==> config.mk <==
export PLATFORM = sky130hd
export DESIGN_NAME = cr_timer16
export DESIGN_NICKNAME = d
export VERILOG_FILES = /design/src/rtl/cr_timer_pkg.sv /design/src/rtl/cr_pin_sync.sv /design/src/rtl/cr_step_gen.sv /design/src/rtl/cr_count_core.sv /design/src/rtl/cr_timer16.sv
export SDC_FILE = /design/constraint.sdc
export NUM_CORES = 1
export LEC_CHECK = 0
export BUFFER_PORTS_ARGS = -buffer_cell sky130_fd_sc_hd__buf_4
export CAP_MARGIN = 20
export CORE_MARGIN = 4
export CORE_UTILIZATION = 30
export DETAILED_ROUTE_END_ITERATION = 6
export PLACE_DENSITY = 0.46
export SLEW_MARGIN = 10
export SYNTH_ARGS = -nofsm -noshare
export SYNTH_HDL_FRONTEND = slang
export SYNTH_SLANG_ARGS = --single-unit
==> constraint.sdc <==
create_clock -name clk -period 5 [get_ports clk]
set_input_delay 0.5 -clock clk [delete_from_list [all_inputs] [get_ports clk]]
set_output_delay 0.5 -clock clk [all_outputs]
set_load 0.05 [all_outputs]
==> src/rtl/cr_timer_pkg.sv <==
package cr_timer_pkg;

   typedef enum logic [2:0] {
      MD_RELOAD  = 3'd0,
      MD_CAPTURE = 3'd1,
      MD_BAUD    = 3'd2,
      MD_UPDOWN  = 3'd3,
      MD_CLKOUT  = 3'd4
   } cr_mode_e;

   localparam logic [2:0] A_CTRL = 3'd0;
   localparam logic [2:0] A_MODE = 3'd1;
   localparam logic [2:0] A_CNTL = 3'd2;
   localparam logic [2:0] A_CNTH = 3'd3;
   localparam logic [2:0] A_RLDL = 3'd4;
   localparam logic [2:0] A_RLDH = 3'd5;

   // control bit positions
   localparam int B_CAP  = 0;
   localparam int B_CT   = 1;
   localparam int B_RUN  = 2;
   localparam int B_TEN  = 3;
   localparam int B_TXB  = 4;
   localparam int B_RXB  = 5;
   localparam int B_EXTF = 6;
   localparam int B_OVFF = 7;
   // mode register bit positions
   localparam int B_DN   = 0;
   localparam int B_CO   = 1;
   localparam int B_IEN  = 2;

   function automatic cr_mode_e decode_mode(input logic cap, input logic rxb,
                                            input logic txb, input logic dn,
                                            input logic co);
      if (co)
         return MD_CLKOUT;
      else if (rxb || txb)
         return MD_BAUD;
      else if (cap)
         return MD_CAPTURE;
      else if (dn)
         return MD_UPDOWN;
      else
         return MD_RELOAD;
   endfunction

endpackage

==> src/rtl/cr_pin_sync.sv <==
module cr_pin_sync #(
   parameter int STAGES = 2
) (
   input  logic clk,
   input  logic rst_n,
   input  logic pin_i,
   output logic level_o
);

   generate
      if (STAGES < 2) begin : g_bad_stages
         $error("cr_pin_sync: STAGES must be at least 2");
      end
   endgenerate

   logic [STAGES-1:0] sh_q;

   always_ff @(posedge clk or negedge rst_n) begin
      if (!rst_n)
         sh_q <= '0;
      else
         sh_q <= {sh_q[STAGES-2:0], pin_i};
   end

   assign level_o = sh_q[STAGES-1];

endmodule

==> src/rtl/cr_step_gen.sv <==
module cr_step_gen #(
   parameter int FAST_MULT = 6
) (
   input  logic clk,
   input  logic rst_n,
   input  logic run_i,
   input  logic ct_sel_i,
   input  logic fast_i,
   input  logic tick_i,
   input  logic edge_i,
   input  logic clear_i,
   output logic step_o
);

   generate
      if (FAST_MULT < 1) begin : g_bad_mult
         $error("cr_step_gen: FAST_MULT must be at least 1");
      end
   endgenerate

   localparam int MAXP = 2 * FAST_MULT;
   localparam int PW   = $clog2(MAXP + 1);

   logic [PW-1:0] pend_q;
   logic [PW:0]   sum;
   logic          fast_run;
   logic          busy;

   assign fast_run = fast_i && !ct_sel_i && run_i;
   assign busy     = (pend_q != '0);
   assign sum      = {1'b0, pend_q} + (PW+1)'(FAST_MULT) - {{PW{1'b0}}, busy};

   always_ff @(posedge clk or negedge rst_n) begin
      if (!rst_n)
         pend_q <= '0;
      else if (clear_i || !fast_run)
         pend_q <= '0;
      else if (tick_i)
         pend_q <= (sum > (PW+1)'(MAXP)) ? PW'(MAXP) : sum[PW-1:0];
      else if (busy)
         pend_q <= pend_q - PW'(1);
   end

   always_comb begin
      if (!run_i || clear_i)
         step_o = 1'b0;
      else if (ct_sel_i)
         step_o = edge_i;
      else if (fast_i)
         step_o = busy;
      else
         step_o = tick_i;
   end

   // nothing advances in a cycle of mode change or run toggle
   a_r13_no_step_on_clear: assert property (@(posedge clk) disable iff (!rst_n)
      clear_i |-> !step_o);

   // pending burst is discarded after a clear
   a_r13_burst_dropped: assert property (@(posedge clk) disable iff (!rst_n)
      clear_i |=> (pend_q == '0 || tick_i == 1'b1 || $past(tick_i) == 1'b0));

endmodule

==> src/rtl/cr_count_core.sv <==
module cr_count_core
   import cr_timer_pkg::*;
#(
   parameter int DATA_W = 8,
   localparam int CNT_W = 2 * DATA_W
) (
   input  logic              clk,
   input  logic              rst_n,
   input  cr_mode_e          mode_i,
   input  logic              step_i,
   input  logic              trg_i,
   input  logic              dir_up_i,
   input  logic              timer_sel_i,
   input  logic              wr_cnt_lo_i,
   input  logic              wr_cnt_hi_i,
   input  logic              wr_rld_lo_i,
   input  logic              wr_rld_hi_i,
   input  logic              flag_wr_i,
   input  logic [DATA_W-1:0] wdata_i,
   output logic [CNT_W-1:0]  cnt_o,
   output logic [CNT_W-1:0]  rld_o,
   output logic              ovf_o,
   output logic              ext_o,
   output logic              ser_pulse_o,
   output logic              clk_out_o
);

   localparam logic [CNT_W-1:0] ALL1 = {CNT_W{1'b1}};

   logic [CNT_W-1:0] cnt_q, cnt_n, rld_q, rld_n, dec;
   logic             ovf_q, ovf_n, ext_q, ext_n, pls_q, pls_n, cko_q, cko_n;
   logic             full;

   assign full = (cnt_q == ALL1);
   assign dec  = cnt_q - CNT_W'(1);

   always_comb begin
      cnt_n = cnt_q;
      rld_n = rld_q;
      ovf_n = ovf_q;
      ext_n = ext_q;
      pls_n = 1'b0;
      cko_n = cko_q;
      case (mode_i)
         MD_RELOAD: begin
            if (trg_i) begin
               cnt_n = rld_q;
               ext_n = 1'b1;
            end else if (step_i) begin
               if (full) begin
                  cnt_n = rld_q;
                  ovf_n = 1'b1;
               end else begin
                  cnt_n = cnt_q + CNT_W'(1);
               end
            end
         end
         MD_CAPTURE: begin
            if (trg_i) begin
               rld_n = cnt_q;
               ext_n = 1'b1;
            end
            if (step_i) begin
               cnt_n = cnt_q + CNT_W'(1);
               if (full)
                  ovf_n = 1'b1;
            end
         end
         MD_BAUD, MD_CLKOUT: begin
            if (trg_i)
               ext_n = 1'b1;
            if (step_i) begin
               if (full) begin
                  cnt_n = rld_q;
                  pls_n = 1'b1;
                  if (mode_i == MD_CLKOUT && timer_sel_i)
                     cko_n = ~cko_q;
               end else begin
                  cnt_n = cnt_q + CNT_W'(1);
               end
            end
         end
         MD_UPDOWN: begin
            if (step_i) begin
               if (dir_up_i) begin
                  if (full) begin
                     cnt_n = rld_q;
                     ovf_n = 1'b1;
                     ext_n = ~ext_q;
                  end else begin
                     cnt_n = cnt_q + CNT_W'(1);
                  end
               end else if (dec < rld_q) begin
                  cnt_n = ALL1;
                  ovf_n = 1'b1;
                  ext_n = ~ext_q;
               end else begin
                  cnt_n = dec;
               end
            end
         end
         default: ;
      endcase
      // bus writes win over hardware updates
      if (wr_cnt_lo_i) cnt_n[DATA_W-1:0]     = wdata_i;
      if (wr_cnt_hi_i) cnt_n[CNT_W-1:DATA_W] = wdata_i;
      if (wr_rld_lo_i) rld_n[DATA_W-1:0]     = wdata_i;
      if (wr_rld_hi_i) rld_n[CNT_W-1:DATA_W] = wdata_i;
      if (flag_wr_i) begin
         ovf_n = wdata_i[B_OVFF];
         ext_n = wdata_i[B_EXTF];
      end
   end

   always_ff @(posedge clk or negedge rst_n) begin
      if (!rst_n) begin
         cnt_q <= '0;
         rld_q <= '0;
         ovf_q <= 1'b0;
         ext_q <= 1'b0;
         pls_q <= 1'b0;
         cko_q <= 1'b0;
      end else begin
         cnt_q <= cnt_n;
         rld_q <= rld_n;
         ovf_q <= ovf_n;
         ext_q <= ext_n;
         pls_q <= pls_n;
         cko_q <= cko_n;
      end
   end

   assign cnt_o       = cnt_q;
   assign rld_o       = rld_q;
   assign ovf_o       = ovf_q;
   assign ext_o       = ext_q;
   assign ser_pulse_o = pls_q;
   assign clk_out_o   = cko_q;

   // reload-mode overflow restarts from the reload value and flags it
   a_r5_reload_on_ovf: assert property (@(posedge clk) disable iff (!rst_n)
      (mode_i == MD_RELOAD && step_i && !trg_i && full && !wr_cnt_lo_i &&
       !wr_cnt_hi_i && !flag_wr_i) |=> (cnt_q == $past(rld_q) && ovf_q));

   // capture copies the pre-step count
   a_r7_capture_copy: assert property (@(posedge clk) disable iff (!rst_n)
      (mode_i == MD_CAPTURE && trg_i && !wr_rld_lo_i && !wr_rld_hi_i)
      |=> rld_q == $past(cnt_q));

   // fast modes never touch the overflow flag
   a_r8_no_ovf_fast: assert property (@(posedge clk) disable iff (!rst_n)
      ((mode_i == MD_BAUD || mode_i == MD_CLKOUT) && !flag_wr_i) |=> $stable(ovf_q));

   // down-count underflow loads all ones
   a_r11_underflow: assert property (@(posedge clk) disable iff (!rst_n)
      (mode_i == MD_UPDOWN && step_i && !dir_up_i && dec < rld_q &&
       !wr_cnt_lo_i && !wr_cnt_hi_i) |=> cnt_q == ALL1);

endmodule

==> src/rtl/cr_timer16.sv <==
module cr_timer16
   import cr_timer_pkg::*;
#(
   parameter int DATA_W      = 8,
   parameter int SYNC_STAGES = 2,
   parameter int FAST_MULT   = 6,
   localparam int CNT_W      = 2 * DATA_W,
   localparam int NPINS      = 2
) (
   input  logic              clk,
   input  logic              rst_n,
   input  logic              tick_i,
   input  logic              bus_wr_i,
   input  logic [2:0]        bus_addr_i,
   input  logic [DATA_W-1:0] bus_wdata_i,
   output logic [DATA_W-1:0] bus_rdata_o,
   input  logic              cnt_pin_i,
   input  logic              trig_pin_i,
   output logic              ovf_flag_o,
   output logic              ext_flag_o,
   output logic              irq_o,
   output logic              ser_pulse_o,
   output logic              clk_out_o
);

   generate
      if (DATA_W < 8) begin : g_bad_width
         $error("cr_timer16: DATA_W must hold the 8 control bits");
      end
   endgenerate

   // ---------------- pin synchronizers and edge detect ----------------
   logic [NPINS-1:0] pin_raw, pin_lvl, pin_last_q, pin_fall;
   assign pin_raw = {trig_pin_i, cnt_pin_i};

   for (genvar gi = 0; gi < NPINS; gi++) begin : g_pin
      cr_pin_sync #(.STAGES(SYNC_STAGES)) u_sync (
         .clk     (clk),
         .rst_n   (rst_n),
         .pin_i   (pin_raw[gi]),
         .level_o (pin_lvl[gi])
      );
      always_ff @(posedge clk or negedge rst_n) begin
         if (!rst_n)
            pin_last_q[gi] <= 1'b0;
         else
            pin_last_q[gi] <= pin_lvl[gi];
      end
      assign pin_fall[gi] = pin_last_q[gi] & ~pin_lvl[gi];

      // a detected fall lasts exactly one cycle
      a_r3_fall_single: assert property (@(posedge clk) disable iff (!rst_n)
         pin_fall[gi] |=> !pin_fall[gi]);
   end

   // ---------------- register decode ----------------
   logic wr_ctrl, wr_mode, wr_cl, wr_ch, wr_rl, wr_rh;
   assign wr_ctrl = bus_wr_i && (bus_addr_i == A_CTRL);
   assign wr_mode = bus_wr_i && (bus_addr_i == A_MODE);
   assign wr_cl   = bus_wr_i && (bus_addr_i == A_CNTL);
   assign wr_ch   = bus_wr_i && (bus_addr_i == A_CNTH);
   assign wr_rl   = bus_wr_i && (bus_addr_i == A_RLDL);
   assign wr_rh   = bus_wr_i && (bus_addr_i == A_RLDH);

   logic cap_q, ct_q, run_q, ten_q, txb_q, rxb_q;
   logic dn_q, co_q, ien_q;

   always_ff @(posedge clk or negedge rst_n) begin
      if (!rst_n) begin
         {cap_q, ct_q, run_q, ten_q, txb_q, rxb_q} <= '0;
         {dn_q, co_q, ien_q}                       <= '0;
      end else begin
         if (wr_ctrl) begin
            cap_q <= bus_wdata_i[B_CAP];
            ct_q  <= bus_wdata_i[B_CT];
            run_q <= bus_wdata_i[B_RUN];
            ten_q <= bus_wdata_i[B_TEN];
            txb_q <= bus_wdata_i[B_TXB];
            rxb_q <= bus_wdata_i[B_RXB];
         end
         if (wr_mode) begin
            dn_q  <= bus_wdata_i[B_DN];
            co_q  <= bus_wdata_i[B_CO];
            ien_q <= bus_wdata_i[B_IEN];
         end
      end
   end

   // ---------------- mode and change detect ----------------
   cr_mode_e mode, mode_prev_q;
   logic     run_prev_q, clear, fast, trg, step;

   assign mode = decode_mode(cap_q, rxb_q, txb_q, dn_q, co_q);

   always_ff @(posedge clk or negedge rst_n) begin
      if (!rst_n) begin
         mode_prev_q <= MD_RELOAD;
         run_prev_q  <= 1'b0;
      end else begin
         mode_prev_q <= mode;
         run_prev_q  <= run_q;
      end
   end

   assign clear = (mode != mode_prev_q) || (run_q != run_prev_q);
   assign fast  = (mode == MD_BAUD) || (mode == MD_CLKOUT);
   assign trg   = ten_q && pin_fall[1] && !clear && (mode != MD_UPDOWN);

   cr_step_gen #(.FAST_MULT(FAST_MULT)) u_step (
      .clk      (clk),
      .rst_n    (rst_n),
      .run_i    (run_q),
      .ct_sel_i (ct_q),
      .fast_i   (fast),
      .tick_i   (tick_i),
      .edge_i   (pin_fall[0]),
      .clear_i  (clear),
      .step_o   (step)
   );

   logic [CNT_W-1:0] cnt, rld;
   logic             ovf, ext;

   cr_count_core #(.DATA_W(DATA_W)) u_core (
      .clk         (clk),
      .rst_n       (rst_n),
      .mode_i      (mode),
      .step_i      (step),
      .trg_i       (trg),
      .dir_up_i    (pin_lvl[1]),
      .timer_sel_i (!ct_q),
      .wr_cnt_lo_i (wr_cl),
      .wr_cnt_hi_i (wr_ch),
      .wr_rld_lo_i (wr_rl),
      .wr_rld_hi_i (wr_rh),
      .flag_wr_i   (wr_ctrl),
      .wdata_i     (bus_wdata_i),
      .cnt_o       (cnt),
      .rld_o       (rld),
      .ovf_o       (ovf),
      .ext_o       (ext),
      .ser_pulse_o (ser_pulse_o),
      .clk_out_o   (clk_out_o)
   );

   // ---------------- read mux and outputs ----------------
   always_comb begin
      bus_rdata_o = '0;
      case (bus_addr_i)
         A_CTRL: bus_rdata_o[7:0] = {ovf, ext, rxb_q, txb_q, ten_q, run_q, ct_q, cap_q};
         A_MODE: bus_rdata_o[2:0] = {ien_q, co_q, dn_q};
         A_CNTL: bus_rdata_o      = cnt[DATA_W-1:0];
         A_CNTH: bus_rdata_o      = cnt[CNT_W-1:DATA_W];
         A_RLDL: bus_rdata_o      = rld[DATA_W-1:0];
         A_RLDH: bus_rdata_o      = rld[CNT_W-1:DATA_W];
         default: bus_rdata_o     = '0;
      endcase
   end

   assign ovf_flag_o = ovf;
   assign ext_flag_o = ext;
   assign irq_o      = ien_q && (ovf || (ext && mode != MD_UPDOWN));

   // a set clock-out enable forbids any step from setting the overflow flag
   a_r2_clkout_wins: assert property (@(posedge clk) disable iff (!rst_n)
      (co_q && !wr_ctrl) |=> $stable(ovf));

   // a trigger edge is never taken while the configuration settles
   a_r13_no_trig_on_clear: assert property (@(posedge clk) disable iff (!rst_n)
      (clear && mode == MD_RELOAD && !wr_ctrl) |=> ext == $past(ext));

endmodule

==> metrics.md <==
| Metric | Value |
|---|---|
| Hold crit path type | `in2async` |
| Hold_buf cts | `0` |
| Synthesized instance count | `660` |
| DP Wirelength | `15.63 mm` |
| Share of cells above drive strength 1 | `0.1424` |
| Placed cell count | `883` |
| Max-cap violations | `0` |
| Layout area overhead | `13.48%` |
| Residual DRC count | `0` |
| FF+latch count, synth | `59` |
| Initial Utilization | `0.3047` |
| Drt pass-1 iters | `5` |
| Fin area | `5939 um^2` |
| Synth Flop Type | `dfrtp_1` |
| Post-route antenna net violation count | `0` |
| Most frequent cells in the layout | `nor2_1 (69), dfrtp_1 (59), nand2_1 (58)` |
| Mux cell area share after synthesis | `0.08845` |
| CP endpoint | `u_core.cnt_o[6]` |
| Status | `finished, final reports clean` |
| Fmax | `around 0.23 GHz` |
| CTS sink cnt | `between 50 and 60` |
| Largest family of logic cells by synthesized area | `compound AO/OA/AOI/OAI gates` |
| Synth cell types | `71` |
| Wire per inst | `24.02 um` |
| Dpl cell area | `5657 um^2` |
| Chip Height | `140.1 um` |
| Initial antenna violation count | `0` |
| Worst skew pair latency | `0.35 ns` |
| Cell Area, Synth | `between 5000 and 6000 um^2` |
| RSZ-0062 raised after global routing | `false` |
| Worst slew pin tran | `1.031 ns` |
| Setup CP Type | `reg2reg` |
| Fillers | `between 1,500 and 2,000` |
| Final Critical Period | `roughly 4.4 ns` |
| Ports | `30` |
| Reg2reg end | `u_core.cnt_o[6]` |
| Die footprint | `19,620 um^2` |
| CP Max Fanout | `10` |
| Yosys warns | `0` |
| Final TNS setup | `0 ns` |
| Htree depth | `3` |
| Sequential cell area | `1476 um^2` |
| Synth Area in XOR/XNOR | `0.05690` |
| Pwr dens | `506.6 nW/um^2` |
| Worst Skew | `about 0.0093 ns` |
| GRT overflow | `0` |
| 1st-iter DRT viols | `770` |
| Syn_nets | `700` |
| Finished Layout Cells | `899` |
| Pin count of the biggest net entering global routing | `60` |
| Reg clk slew, reported paths | `about 0.06 ns` |
| Tcrit/Tclk final | `0.8811` |
| Total track usage | `0.2203` |
| Setup crit start kind | `flop` |
| Async SR Flop Fraction | `1.000` |
| Post-CTS setup buffer count | `0` |
| Relative slew slack | `0.3109` |
| I/O Buffers | `29` |
| CTS tree | `built` |
| Commonest non-fill, non-tap cell in the layout | `nor2_1` |
| Critical path arrival | `4.62 ns` |
| Final Net Count | `709` |
| Reg2Reg Setup Slack | `0.59 ns` |
| Routed vias | `5,371` |
| Clk root buf | `clkbuf_16` |
| Final GP Congestion | `~1.0` |
| Width of the die | `140.1 um` |
| Data required, critical path | `5.22 ns` |
| WL final | `approximately 22 mm` |
| Post-synthesis compound-gate area fraction | `0.2398` |
| Fin. max-slew vios | `0` |
| Core area | `17,180 um^2` |
| Seq/Total Area, Yosys | `0.2821` |
| Worst setup path start | `u_core.cnt_o[0]` |
| Number of flops mapped to enable cells by yosys | `0` |
| Clock buffer count from CTS | `9` |
| VDD IR max | `0.0001871 V` |
| Vias in the first global route | `around 5,300` |
| Worst r2r path cells | `15` |
| Clock Path Buffers | `2` |
| Setup violators final | `0` |
| Final Power | `around 3 mW` |
| Crit end category | `flop` |
| Post-Synth Adder-Cell Area | `0.05498` |
| Simple-gate share of the synthesized area | `0.2183` |
| Reg2reg start | `u_core.cnt_o[0]` |
| Post-cts sizing count | `0` |
| N_diodes | `0` |
| Leak Pwr | `2.434 nW` |
| Area of the multi-input gates | `3456 um^2` |
| Mapped Avg Cell Area | `7.930 um^2` |
| Final Hold Vio Count | `0` |
| FP Rows | `48` |
| First-pass GRT wire length | `~33 mm` |
| Via-per-instance ratio | `5.974` |
## registers in the layout (all words and copies together) (netlist names), 2 cells and up
name and flops:
u_step.pend_q 4, u_core.cnt_o 16, mode_prev_q 3, u_core.rld_o 16, pin_last_q 2, g_pin.u_sync.sh_q 4
## cell families after synthesis
kind of cell    Yosys count
compound gates          192
buf+inv                  76
mux                      43
xor+xnor                 34
flops                    59
simple gates            233
fa+ha+maj                23
## critical path, cell delays in order, from the launching register on
cell and delay, ns:
dfrtp_1 0.51, inv_1 0.24, ha_1 0.22, or3b_2 0.55, nor2_1 0.17, nand3_1 0.11, xnor2_1 0.19, ha_1 0.33
nand4_1 0.12, or3_1 0.38, nor4_1 0.39, a2111oi_4 0.18, nand2_1 0.15, nand3_1 0.16, a2111oi_0 0.47, nor2_1 0.10
## synth_stat cells, drive strengths merged, types with 3 or more instances
| cell | instances | area (um^2) |
|---|---|---|
| a2111oi | 3 | 45.05 |
| a211oi | 12 | 95.09 |
| a21oi | 48 | 240.2 |
| a221oi | 5 | 43.79 |
| a22oi | 7 | 52.55 |
| a31oi | 6 | 37.54 |
| a32oi | 3 | 26.28 |
| and3 | 5 | 36.28 |
| buf | 21 | 103.9 |
| clkbuf | 25 | 95.09 |
| dfrtp | 59 | 1476 |
| ha | 23 | 287.8 |
| inv | 30 | 112.6 |
| mux2 | 16 | 180.2 |
| mux2i | 26 | 260.3 |
| nand2 | 58 | 217.7 |
| nand2b | 5 | 31.28 |
| nand3 | 20 | 117.6 |
| nand4 | 9 | 56.30 |
| nor2 | 70 | 265.3 |
| nor2b | 6 | 37.54 |
| nor3 | 27 | 135.1 |
| nor3b | 3 | 22.52 |
| nor4 | 11 | 81.32 |
| o211ai | 6 | 45.04 |
| o21ai | 43 | 215.2 |
| o221a | 3 | 33.78 |
| o221ai | 6 | 52.55 |
| o22ai | 26 | 162.7 |
| o31ai | 4 | 30.03 |
| or3 | 6 | 42.54 |
| or4 | 3 | 22.52 |
| xnor2 | 20 | 175.2 |
| xor2 | 14 | 122.6 |
## metal layers
metal  track usage  vias to the layer above  part of all wire
met2        0.3327                      300              0.45
li1              -                     2455                 -
met5             0                        -                 0
met1        0.3019                     2549              0.42
met3       0.04848                       67             0.089
met4       0.09893                        0             0.044
## worst min path at each step
| stage | end | slack [ns] | cells past startpoint |
|---|---|---|---|
| final | u_core.cnt_o[15] | 0.25 | 1 |
| after detailed placement | g_pin[0].u_sync.sh_q[1] | 0.34 | 0 |
| after global placement | g_pin[1].u_sync.sh_q[1] | 0.33 | 0 |
| after CTS | g_pin[0].u_sync.sh_q[0] | 0.25 | 1 |
| after floorplan | cap_q | 0.20 | 0 |
| after global routing | g_pin[1].u_sync.sh_q[0] | 0.25 | 1 |
## metrics by stage
stage                     hold slack (ns)  utilization  setup WS (ns)
after detailed placement           0.3413       0.3293         0.6905
final                              0.2470       0.3458         0.5946
after global routing               0.2498       0.3458         0.2559
after global placement             0.3349       0.3289         0.8847
after floorplan                    0.2044            -          1.210
after CTS                          0.2471       0.3458         0.6941
## cell type report
class / instances / area share
Multi-Input combinational cell: 525 / 0.5818
Clock inverter: 7 / 0.009690
Timing Repair Buffer: 44 / 0.05561
Inverter: 30 / 0.01896
Tap cell: 225 / 0.04740
Sequential cell: 59 / 0.2486
Clock buffer: 9 / 0.03792
## power breakdown
group          switching, mW  internal [mW]
logic                  0.919          0.572
clock network          0.265          0.343
registers              0.310          0.601
total                   1.49           1.51
Note: power is estimated with default switching activity, not from simulation.
